--- config.mk ---
export PLATFORM = sky130hd
export DESIGN_NAME = burst_col_seq
export DESIGN_NICKNAME = d
export VERILOG_FILES = /design/src/rtl/bcs_pkg.sv /design/src/rtl/bcs_ctrl.sv /design/src/rtl/bcs_dpath.sv /design/src/rtl/burst_col_seq.sv
export SDC_FILE = /design/constraint.sdc
export NUM_CORES = 1
export LEC_CHECK = 0
export ABC_AREA = 1
export BUFFER_PORTS_ARGS = -buffer_cell sky130_fd_sc_hd__buf_4
export CAP_MARGIN = 10
export CORE_MARGIN = 3
export CORE_UTILIZATION = 44
export CTS_CLUSTER_SIZE = 24
export DETAILED_ROUTE_END_ITERATION = 8
export GPL_TIMING_DRIVEN = 0
export PLACE_DENSITY = 0.81
export SLEW_MARGIN = 20
export SYNTH_ARGS = -nofsm -noshare
export SYNTH_HDL_FRONTEND = slang
export SYNTH_SLANG_ARGS = --single-unit
export TNS_END_PERCENT = 5
--- constraint.sdc ---
create_clock -name clk -period 1.6 [get_ports clk]
set_clock_uncertainty 0.15 [all_clocks]
set_input_delay 0 -clock clk [delete_from_list [all_inputs] [get_ports clk]]
set_output_delay 0 -clock clk [all_outputs]
set_load 0.01 [all_outputs]
--- src/rtl/bcs_pkg.sv ---
package bcs_pkg;

  // Decoded operating mode: blLog is log2 of the burst length.
  typedef struct packed {
    logic [2:0] blLog;
    logic       ilv;
    logic [1:0] lat;
  } modeT;

  localparam modeT MODE_RESET = '{blLog: 3'd2, ilv: 1'b0, lat: 2'd3};

  // Strobes from control to datapath.
  typedef struct packed {
    logic loadMode;
    logic clearMode;
    logic startBurst;
    logic stepBeat;
    modeT newMode;
  } strobeT;

endpackage

--- src/rtl/bcs_ctrl.sv ---
module bcs_ctrl
  import bcs_pkg::*;
#(
  parameter int ADDR_W = 13,
  parameter int BANK_W = 2
) (
  input  logic              clk,
  input  logic              rstN,
  input  logic              loadMode,
  input  logic [ADDR_W-1:0] cmdAddr,
  input  logic [BANK_W-1:0] cmdBank,
  input  logic              banksIdle,
  input  logic              deepPd,
  input  logic              rdCmd,
  input  logic              wrCmd,
  input  logic              atLast,
  output strobeT            stb,
  output logic              busy,
  output logic              loadReject,
  output logic              loadIgnore
);

  localparam int FIELD_TOP = 7;

  logic       blOk;
  logic       latOk;
  logic       resvZero;
  logic [2:0] blLogDec;
  logic [1:0] latDec;
  logic       loadTry;
  logic       loadLegal;
  logic       cmdGo;
  logic       rejNext;
  logic       ignNext;

  // Field decode of the load word
  always_comb begin
    blOk     = 1'b1;
    blLogDec = 3'd0;
    unique case (cmdAddr[2:0])
      3'b001:  blLogDec = 3'd1;
      3'b010:  blLogDec = 3'd2;
      3'b011:  blLogDec = 3'd3;
      3'b100:  blLogDec = 3'd4;
      default: blOk = 1'b0;
    endcase
    latOk  = 1'b1;
    latDec = 2'd0;
    unique case (cmdAddr[6:4])
      3'b010:  latDec = 2'd2;
      3'b011:  latDec = 2'd3;
      default: latOk = 1'b0;
    endcase
  end

  assign resvZero  = (cmdAddr[ADDR_W-1:FIELD_TOP] == '0) && (cmdBank == '0);
  assign loadTry   = loadMode && !deepPd;
  assign loadLegal = resvZero && blOk && latOk;
  assign rejNext   = loadTry && !banksIdle;
  assign ignNext   = loadTry && banksIdle && !loadLegal;
  assign cmdGo     = (rdCmd || wrCmd) && !deepPd;

  always_comb begin
    stb            = '0;
    stb.clearMode  = deepPd;
    stb.loadMode   = loadTry && banksIdle && loadLegal;
    stb.newMode    = '{blLog: blLogDec, ilv: cmdAddr[3], lat: latDec};
    stb.startBurst = cmdGo;
    stb.stepBeat   = busy && !atLast && !cmdGo && !deepPd;
  end

  always_ff @(posedge clk) begin
    if (!rstN) begin
      busy       <= 1'b0;
      loadReject <= 1'b0;
      loadIgnore <= 1'b0;
    end else begin
      loadReject <= rejNext;
      loadIgnore <= ignNext;
      if (deepPd)              busy <= 1'b0;
      else if (cmdGo)          busy <= 1'b1;
      else if (busy && atLast) busy <= 1'b0;
    end
  end

  AST_FLAGS_EXCL: assert property (@(posedge clk) disable iff (!rstN)
    $onehot0({loadReject, loadIgnore}));
  AST_BUSY_ENDS: assert property (@(posedge clk) disable iff (!rstN)
    (busy && atLast && !rdCmd && !wrCmd) |=> !busy);

endmodule

--- src/rtl/bcs_dpath.sv ---
module bcs_dpath
  import bcs_pkg::*;
#(
  parameter int COL_W   = 9,
  parameter int MAX_LOG = 4
) (
  input  logic             clk,
  input  logic             rstN,
  input  strobeT           stb,
  input  logic [COL_W-1:0] colStart,
  output modeT             mode,
  output logic [COL_W-1:0] colOut,
  output logic             atLast
);

  localparam int BEAT_W = MAX_LOG;

  modeT              modeQ;
  logic [COL_W-1:0]  startQ;
  logic [BEAT_W-1:0] beatQ;
  logic [2:0]        blLogQ;
  logic              ilvQ;
  logic [COL_W-1:0]  mask;
  logic [COL_W-1:0]  beatExt;
  logic [COL_W-1:0]  seqCol;
  logic [COL_W-1:0]  ilvCol;

  // Mode register
  always_ff @(posedge clk) begin
    if (!rstN)              modeQ <= MODE_RESET;
    else if (stb.clearMode) modeQ <= MODE_RESET;
    else if (stb.loadMode)  modeQ <= stb.newMode;
  end

  // Burst state: start column, beat index and a snapshot of the mode
  always_ff @(posedge clk) begin
    if (!rstN) begin
      startQ <= '0;
      beatQ  <= '0;
      blLogQ <= MODE_RESET.blLog;
      ilvQ   <= 1'b0;
    end else if (stb.startBurst) begin
      startQ <= colStart;
      beatQ  <= '0;
      blLogQ <= modeQ.blLog;
      ilvQ   <= modeQ.ilv;
    end else if (stb.stepBeat) begin
      beatQ  <= beatQ + 1'b1;
    end
  end

  // Wrap mask: one bit set for each low column bit inside the block
  for (genvar b = 0; b < COL_W; b++) begin : g_mask
    assign mask[b] = (32'(blLogQ) > b);
  end

  assign beatExt = COL_W'(beatQ);
  assign seqCol  = startQ + beatExt;
  assign ilvCol  = startQ ^ beatExt;
  assign colOut  = (startQ & ~mask) | ((ilvQ ? ilvCol : seqCol) & mask);
  assign atLast  = (beatExt == mask);
  assign mode    = modeQ;

  AST_BLOCK_FIXED: assert property (@(posedge clk) disable iff (!rstN)
    $past(stb.stepBeat) |-> ((colOut & ~mask) == ($past(colOut) & ~mask)));
  AST_SEQ_STEP: assert property (@(posedge clk) disable iff (!rstN)
    ($past(stb.stepBeat) && !ilvQ) |-> ((colOut & mask) == (($past(colOut) + 1'b1) & mask)));
  AST_START_BEAT: assert property (@(posedge clk) disable iff (!rstN)
    stb.startBurst |=> (colOut == $past(colStart)));

endmodule

--- src/rtl/burst_col_seq.sv ---
module burst_col_seq
  import bcs_pkg::*;
#(
  parameter int ADDR_W  = 13,
  parameter int BANK_W  = 2,
  parameter int COL_W   = 9,
  parameter int MAX_LOG = 4
) (
  input  logic              clk,
  input  logic              rstN,
  input  logic              loadMode,
  input  logic [ADDR_W-1:0] cmdAddr,
  input  logic [BANK_W-1:0] cmdBank,
  input  logic              banksIdle,
  input  logic              deepPd,
  input  logic              rdCmd,
  input  logic              wrCmd,
  input  logic [COL_W-1:0]  colStart,
  output logic [COL_W-1:0]  colOut,
  output logic              beatValid,
  output logic              lastBeat,
  output logic [MAX_LOG:0]  burstLen,
  output logic              interleaved,
  output logic [1:0]        readLatency,
  output logic              loadReject,
  output logic              loadIgnore
);

  strobeT stb;
  modeT   mode;
  logic   busy;
  logic   atLast;

  bcs_ctrl #(.ADDR_W(ADDR_W), .BANK_W(BANK_W)) u_ctrl (
    .clk(clk), .rstN(rstN), .loadMode(loadMode), .cmdAddr(cmdAddr),
    .cmdBank(cmdBank), .banksIdle(banksIdle), .deepPd(deepPd),
    .rdCmd(rdCmd), .wrCmd(wrCmd), .atLast(atLast), .stb(stb),
    .busy(busy), .loadReject(loadReject), .loadIgnore(loadIgnore)
  );

  bcs_dpath #(.COL_W(COL_W), .MAX_LOG(MAX_LOG)) u_dpath (
    .clk(clk), .rstN(rstN), .stb(stb), .colStart(colStart),
    .mode(mode), .colOut(colOut), .atLast(atLast)
  );

  assign beatValid   = busy;
  assign lastBeat    = busy && atLast;
  assign burstLen    = (MAX_LOG+1)'(1) << mode.blLog;
  assign interleaved = mode.ilv;
  assign readLatency = mode.lat;

  AST_LAT_LEGAL: assert property (@(posedge clk) disable iff (!rstN)
    (readLatency == 2'd2) || (readLatency == 2'd3));
  AST_LAST_VALID: assert property (@(posedge clk) disable iff (!rstN)
    lastBeat |-> beatValid);
  AST_MODE_HOLD: assert property (@(posedge clk) disable iff (!rstN)
    !$stable({burstLen, interleaved, readLatency}) |->
      ($past(loadMode && banksIdle) || $past(deepPd)));
  AST_PD_STOPS: assert property (@(posedge clk) disable iff (!rstN)
    deepPd |=> !beatValid);

endmodule

==> out/results.ini, run 1 <==
[final_layout]
seqCellArea_um2 = 546.8
final_nets = 338
final_cell_mix = buf_4, dlygate4sd3_1, nand2_1
fillers = 190
insertedDiodeCount = 0
final_common_cell = buf_4
multi_input_area_um2 = 897.1
drive_gt1_share_pct = 33.11
syn_to_final_growth_pct = 63.41

[setup_path]
cp_cell_sequence = ha_4, inv_2, fa_2, o21ai_2, nand4_1, xor2_1, inv_1, buf_6
r2r-end = u_dpath.beatQ[3]
reg2reg_from = u_dpath.blLogQ[1]
start_kind = flip-flop
reg2reg_slack_ns = 0.18
cp_top_family = adder cells
slowest_delay_ns = 0.39
worstPathRequired_ns = 1.45
cp.arrival_ns = 1.80
cp.depth = 8
rr_worst_depth = 8
crit_path_end_kind = output port
crit_slowest_cell = dfxtp_4
crit_buf_inv = 3
critPathKind = reg2out
path_max_fanout = 3

[synth]
syn_area_per_cell_um2 = 7.152
yosys_warnings = 0
synth_fp_nets = 245
synthCells = 208
ys_seq_elements = 26
ys.flop_type = dfxtp_1
synthDistinctLibCells = 28
yosysSeqAreaShare_pct = 34.99
synth-edff-count = 0
async_flop_share_pct = 0
syn-cell-area_um2 = 1488

[power_and_ir_drop]
peakVddDrop_mv = 0.4093
power_mw = 1.328
p_per_area_nw_per_um2 = 546.2
switching_share_pct = 28.14
pwr-share-comb_pct = 26.9
p_leak_nw = 1.134
p_sw_mw = 0.3737
p_int_mw = 0.9541
seqPwrFrac_pct = 52.3
pwr-share-clk_pct = 20.9

[status]
failed_checks = setup timing
status = finished with violations

[route]
m1WireLength_um = 1799
wl_met3_um = 231
finalWirelength_um = 4552
drt.antenna.violating_nets = 0
drc_errors = 0
route.met2.wl_um = 2331
avgViaCountPerCell = 5.061
post_drt_wl_per_cell_um = 13.27
first_pass_iters = 4
via_count = 1736
first_iter_violations = 73
highest_layer = met4

[die]
initial_utilization_pct = 47.56
io_pins = 52
die_x_um = 64.15
core_um2 = 3128
fp.dieH_um = 64.15
die_area_um2 = 4115
num_rows = 20

[placement]
preCtsSetupSlack_ns = -0.1865
gp_congestion = 0.8803
hpwlAfterDp_um = 2638
io_buffers = 51

[global_route]
grt_pass1_wl_um = 7514
globalRouteOverflowTotal = 0
grt_pass1_vias = 1738
antenna_found_initial = 0
grt_max_degree = 14
track_usage_pct = 23.09

[clock_tree]
cts_inserted_buffers = 3
clockRootBuffer = clkbuf_4
path_clk_slew_ns = 0.14
cts_tree = built
clock_sinks = 26
cts.path.max_buffers = 2
insertion_delay_ns = 0.32
cts-htree-levels = 1

[sta]
fin_ws_ns = -0.3503
fmax_ghz = 0.5127
finalSetupViolCount = 8
final_hold_viol_count = 0
fin_crit_sh_pct = 121.9
slew_viol_final = 0
rsz0062_at_grt = true
finalCriticalPeriod_ns = 1.950
worst_pin_slew_ns = 0.4399
slew_headroom_pct = 70.68

[hold_path]
min_from = rstN
whs_endpoint = u_dpath.blLogQ[1]
hold_depth = 3
hp-class = in2reg

[flow_run]
cap_violations = 0

-- registers in the layout, indices dropped and copies added, names as in the netlist --
signal	count
u_ctrl.busy	1
u_ctrl.loadReject	1
u_dpath.blLogQ	3
u_dpath.mode	6
u_ctrl.loadIgnore	1
u_dpath.startQ	9
u_dpath.ilvQ	1
u_dpath.beatQ	4
-- layout make-up --
type                            count  share of cell area [%]
Buffer                              7                   1.750
Multi-Input combinational cell    147                   36.90
Clock buffer                        3                  0.9264
Tap cell                           44                   2.265
Inverter                           28                   4.323
Sequential cell                    26                   22.49
Timing Repair Buffer               88                   31.34
-- metal layers --
metal / GRT usage (%) / up-vias
li1: - / 856
met4: 11.08 / 0
met1: 25.52 / 792
met2: 41.94 / 69
met5: 0 / -
met3: 4.394 / 19
-- power by group through the flow --
stage,Sequential (mW),Clock (mW),Combinational (mW)
after global routing,0.698,0.297,0.391
after CTS,0.693,0.275,0.332
after global placement,0.709,0,0.255
after detailed placement,0.710,0,0.259
final,0.694,0.277,0.357
after floorplan,0.705,0,0.141
-- cells in the mapped netlist (2+ instances only) --
cell	instances	area [µm²]
nor3_1	5	25.02
nand4_1	6	37.54
a21oi_1	14	70.07
mux2_2	2	22.52
dfxtp_1	26	520.5
o21ai_0	19	95.09
buf_4	4	30.03
nor2_1	34	127.6
inv_1	25	93.84
nand3_1	9	45.04
o211ai_1	2	15.01
nor2_4	2	22.52
inv_2	3	11.26
nor3b_1	2	15.01
xor2_1	7	61.31
ha_1	5	62.56
nand2_1	31	116.4
clkbuf_1	2	7.510
-- what timing repair did --
| action | 4_1_cts | 5_1_grt |
|---|---|---|
| setup buffers | 1 | 2 |
| endpoints found under the hold margin | 25 | 6 |
| pin swaps | 2 | 3 |
| hold buffers | 31 | 3 |
| endpoints found under the setup margin | 8 | 12 |
| gates cloned | 0 | 0 |
| gates resized for setup | 26 | 15 |
-- worst reg2reg max path: cells and delay by family (launching register included) --
| kind | cells | cell delay [ns] |
|---|---|---|
| and+or+nand+nor | 7 | 0.68 |
| DFF | 1 | 0.42 |
| AOI/OAI and AO/OA | 1 | 0.11 |
-- metrics by stage --
stage               cell area [µm²]  hold slack (ns)  setup TNS [ns]  instances  utilization, %
floorplan                      1489         -0.07385               0        208               -
global placement               1927          0.02390         -0.5398        303           61.60
detailed placement             1927          0.02694         -0.5830        303           61.60
CTS                            2338          -0.1945          -1.905        338           74.76
global route                   2431          0.04165          -2.642        343           77.72
finish                         2431          0.02379          -2.013        343           77.72
-- cell families after synthesis --
family,Yosys count,share of synthesized area (%)
simple gates,94,30.28
mux,2,1.514
flops,26,34.99
compound gates,38,13.63
xor+xnor,7,4.121
fa+ha+maj,6,5.551
buf+inv,35,9.924
-- worst max path at each step --
stage	start	end	slack, ns
floorplan	u_dpath.beatQ[0]	colOut[6]	0.03
global placement	u_dpath.beatQ[0]	colOut[6]	-0.17
detailed placement	u_dpath.beatQ[1]	colOut[6]	-0.19
CTS	u_dpath.beatQ[0]	colOut[6]	-0.35
global route	u_dpath.startQ[0]	colOut[6]	-0.44
finish	u_dpath.startQ[0]	colOut[6]	-0.35
Note: power is estimated with default switching activity, not from simulation.
==> inputs of run 2 (changes only) <==
--- a/config.mk
+++ b/config.mk
@@ -8,9 +8,10 @@
 export ABC_AREA = 1
 export BUFFER_PORTS_ARGS = -buffer_cell sky130_fd_sc_hd__buf_4
 export CAP_MARGIN = 10
+export CORE_ASPECT_RATIO = 2
 export CORE_MARGIN = 3
 export CORE_UTILIZATION = 44
-export CTS_CLUSTER_SIZE = 24
+export CTS_CLUSTER_SIZE = 40
 export DETAILED_ROUTE_END_ITERATION = 8
 export GPL_TIMING_DRIVEN = 0
 export PLACE_DENSITY = 0.81
==> run 2 against run 1 <==
Against the previous run:
- the flow still finishes with violations (setup timing)
- design area decreased by 2.6%
- clock power increased by 59%
- flip-flop and latch count unchanged
- worst hold slack got worse by 0.0034 ns
- die area increased by 1.0%
- first-iteration DRC count decreased by 16%
- via count increased by 3.1%
- utilization decreased by 3.6 points
- critical path type unchanged
- highest routed layer unchanged
==> out/results.ini, run 2 (synthesis gave the netlist of run 1 again) <==
[final_layout]
drive_gt1_share_pct = 32.99
syn_to_final_growth_pct = 59.13
final_common_cell = buf_4
final_cell_mix = buf_4, nand2_1, dlygate4sd3_1
fillers = 215
regMostFlops = u_dpath.startQ
final_nets = 332
largest_reg_flops = 9
insertedDiodeCount = 0

[route]
first_iter_violations = 61
avgViaCountPerCell = 5.505
first_pass_iters = 4
drc_errors = 0
finalWirelength_um = 5198
via_count = 1789
post_drt_wl_per_cell_um = 15.99
drt.antenna.violating_nets = 0

[setup_path]
rr_worst_depth = 8
start_kind = flip-flop
critPathKind = reg2out
crit_path_end_kind = output port
cp.arrival_ns = 1.75
reg2reg_from = u_dpath.beatQ[0]
reg2reg_slack_ns = 0.16
path_max_fanout = 3
worstPathRequired_ns = 1.45
r2r-end = u_dpath.beatQ[3]

[sta]
finalSetupViolCount = 13
setup_tns_ns = -2.424
worst_pin_slew_ns = 0.4264
slew_headroom_pct = 71.57
fin_ws_ns = -0.3042
slew_viol_final = 0
final_hold_viol_count = 0
fmax_ghz = 0.5252
finalCriticalPeriod_ns = 1.904
rsz0062_at_grt = true
fin_crit_sh_pct = 119.0

[die]
initial_utilization_pct = 46.59
die_area_um2 = 4157
core_um2 = 3193
io_pins = 52
num_rows = 29
fp.dieH_um = 88.23
die_x_um = 47.12

[global_route]
antenna_found_initial = 0
grt_pass1_vias = 1842
met3_usage_pct = 5.703
top_usage_layer = met2
grt_pass1_wl_um = 8128
grt_util_met1_pct = 28.07
globalRouteOverflowTotal = 0
track_usage_pct = 26.69
grt_max_degree = 15
met2_usage_pct = 47.21

[hold_path]
hp-class = in2reg
min_from = rdCmd
whs_endpoint = u_dpath.startQ[8]
hold_depth = 4

[flow_run]
cap_violations = 0

[clock_tree]
clockRootBuffer = clkbuf_8
insertion_delay_ns = 0.28
cts_tree = built
cts-htree-levels = 1
cts.path.max_buffers = 2
cts_inserted_buffers = 3
clock_sinks = 26
path_clk_slew_ns = 0.09

[power_and_ir_drop]
p_per_area_nw_per_um2 = 627.0
p_leak_nw = 1.097
power_mw = 1.484
peakVddDrop_mv = 0.5634

[placement]
gp_congestion = 0.8840
hpwlAfterDp_um = 2797
io_buffers = 51
preCtsSetupSlack_ns = -0.2115

[status]
status = finished with violations
failed_checks = setup timing

-- run 2: layer usage --
metal  wire (µm)  up-vias
li1            -      855
met1        1856      831
met2        2880       82
met3         280       21
met4         181        0
met5           0        -
-- run 2: worst max path at each step --
stage | start | end | slack [ns] | cells past startpoint
2_1_floorplan | u_dpath.beatQ[0] | colOut[6] | 0.03 | 7
3_3_place_gp | u_dpath.beatQ[0] | colOut[6] | -0.19 | 8
3_5_place_dp | u_dpath.beatQ[0] | colOut[6] | -0.21 | 8
4_1_cts | u_dpath.startQ[0] | colOut[6] | -0.33 | 8
5_1_grt | u_dpath.startQ[0] | colOut[6] | -0.40 | 8
6_report | u_dpath.startQ[0] | colOut[6] | -0.30 | 8
-- run 2: critical path, cell delays in order, from the launching register on --
cell and delay (ns):
dfxtp_4 0.38, ha_4 0.13, inv_2 0.03, fa_2 0.36, o21ai_2 0.14, nand4_1 0.11, xor2_1 0.14, inv_1 0.06
buf_6 0.11
-- run 2: stage by stage --
step	instance area (µm²)	instances	utilization (%)	hold slack, ns
6_report	2367	325	74.14	0.02037
4_1_cts	2332	325	73.04	0.007882
5_1_grt	2367	325	74.14	0.04948
3_5_place_dp	1911	290	59.84	0.03479
2_1_floorplan	1489	208	-	-0.07385
3_3_place_gp	1911	290	59.84	0.02279
-- run 2: area by class of cell --
cell class                      count  area, µm²  area share (%)
Timing Repair Buffer               82      698.2           29.49
Clock buffer                        4      55.05           2.326
Inverter                           28      105.1           4.440
Sequential cell                    26      541.8           22.89
Multi-Input combinational cell    147      882.1           37.26
Buffer                              7      46.29           1.956
Tap cell                           31      38.79           1.638
-- run 2: power by group --
| group | switching, mW | internal [mW] | total, mW | leakage [nW] |
|---|---|---|---|---|
| sequential | 0.0239 | 0.668 | 0.692 | 0.217 |
| combinational | 0.166 | 0.186 | 0.351 | 0.852 |
| clock | 0.220 | 0.221 | 0.441 | 0.0288 |
-- run 2: what timing repair did --
action,4_1_cts,5_1_grt
pin swaps,3,4
hold buffers,30,0
buffers inserted,1,0
endpoints found under the setup margin,8,17
gates cloned,0,0
resized for setup,21,17
endpoints found under the hold margin,24,0
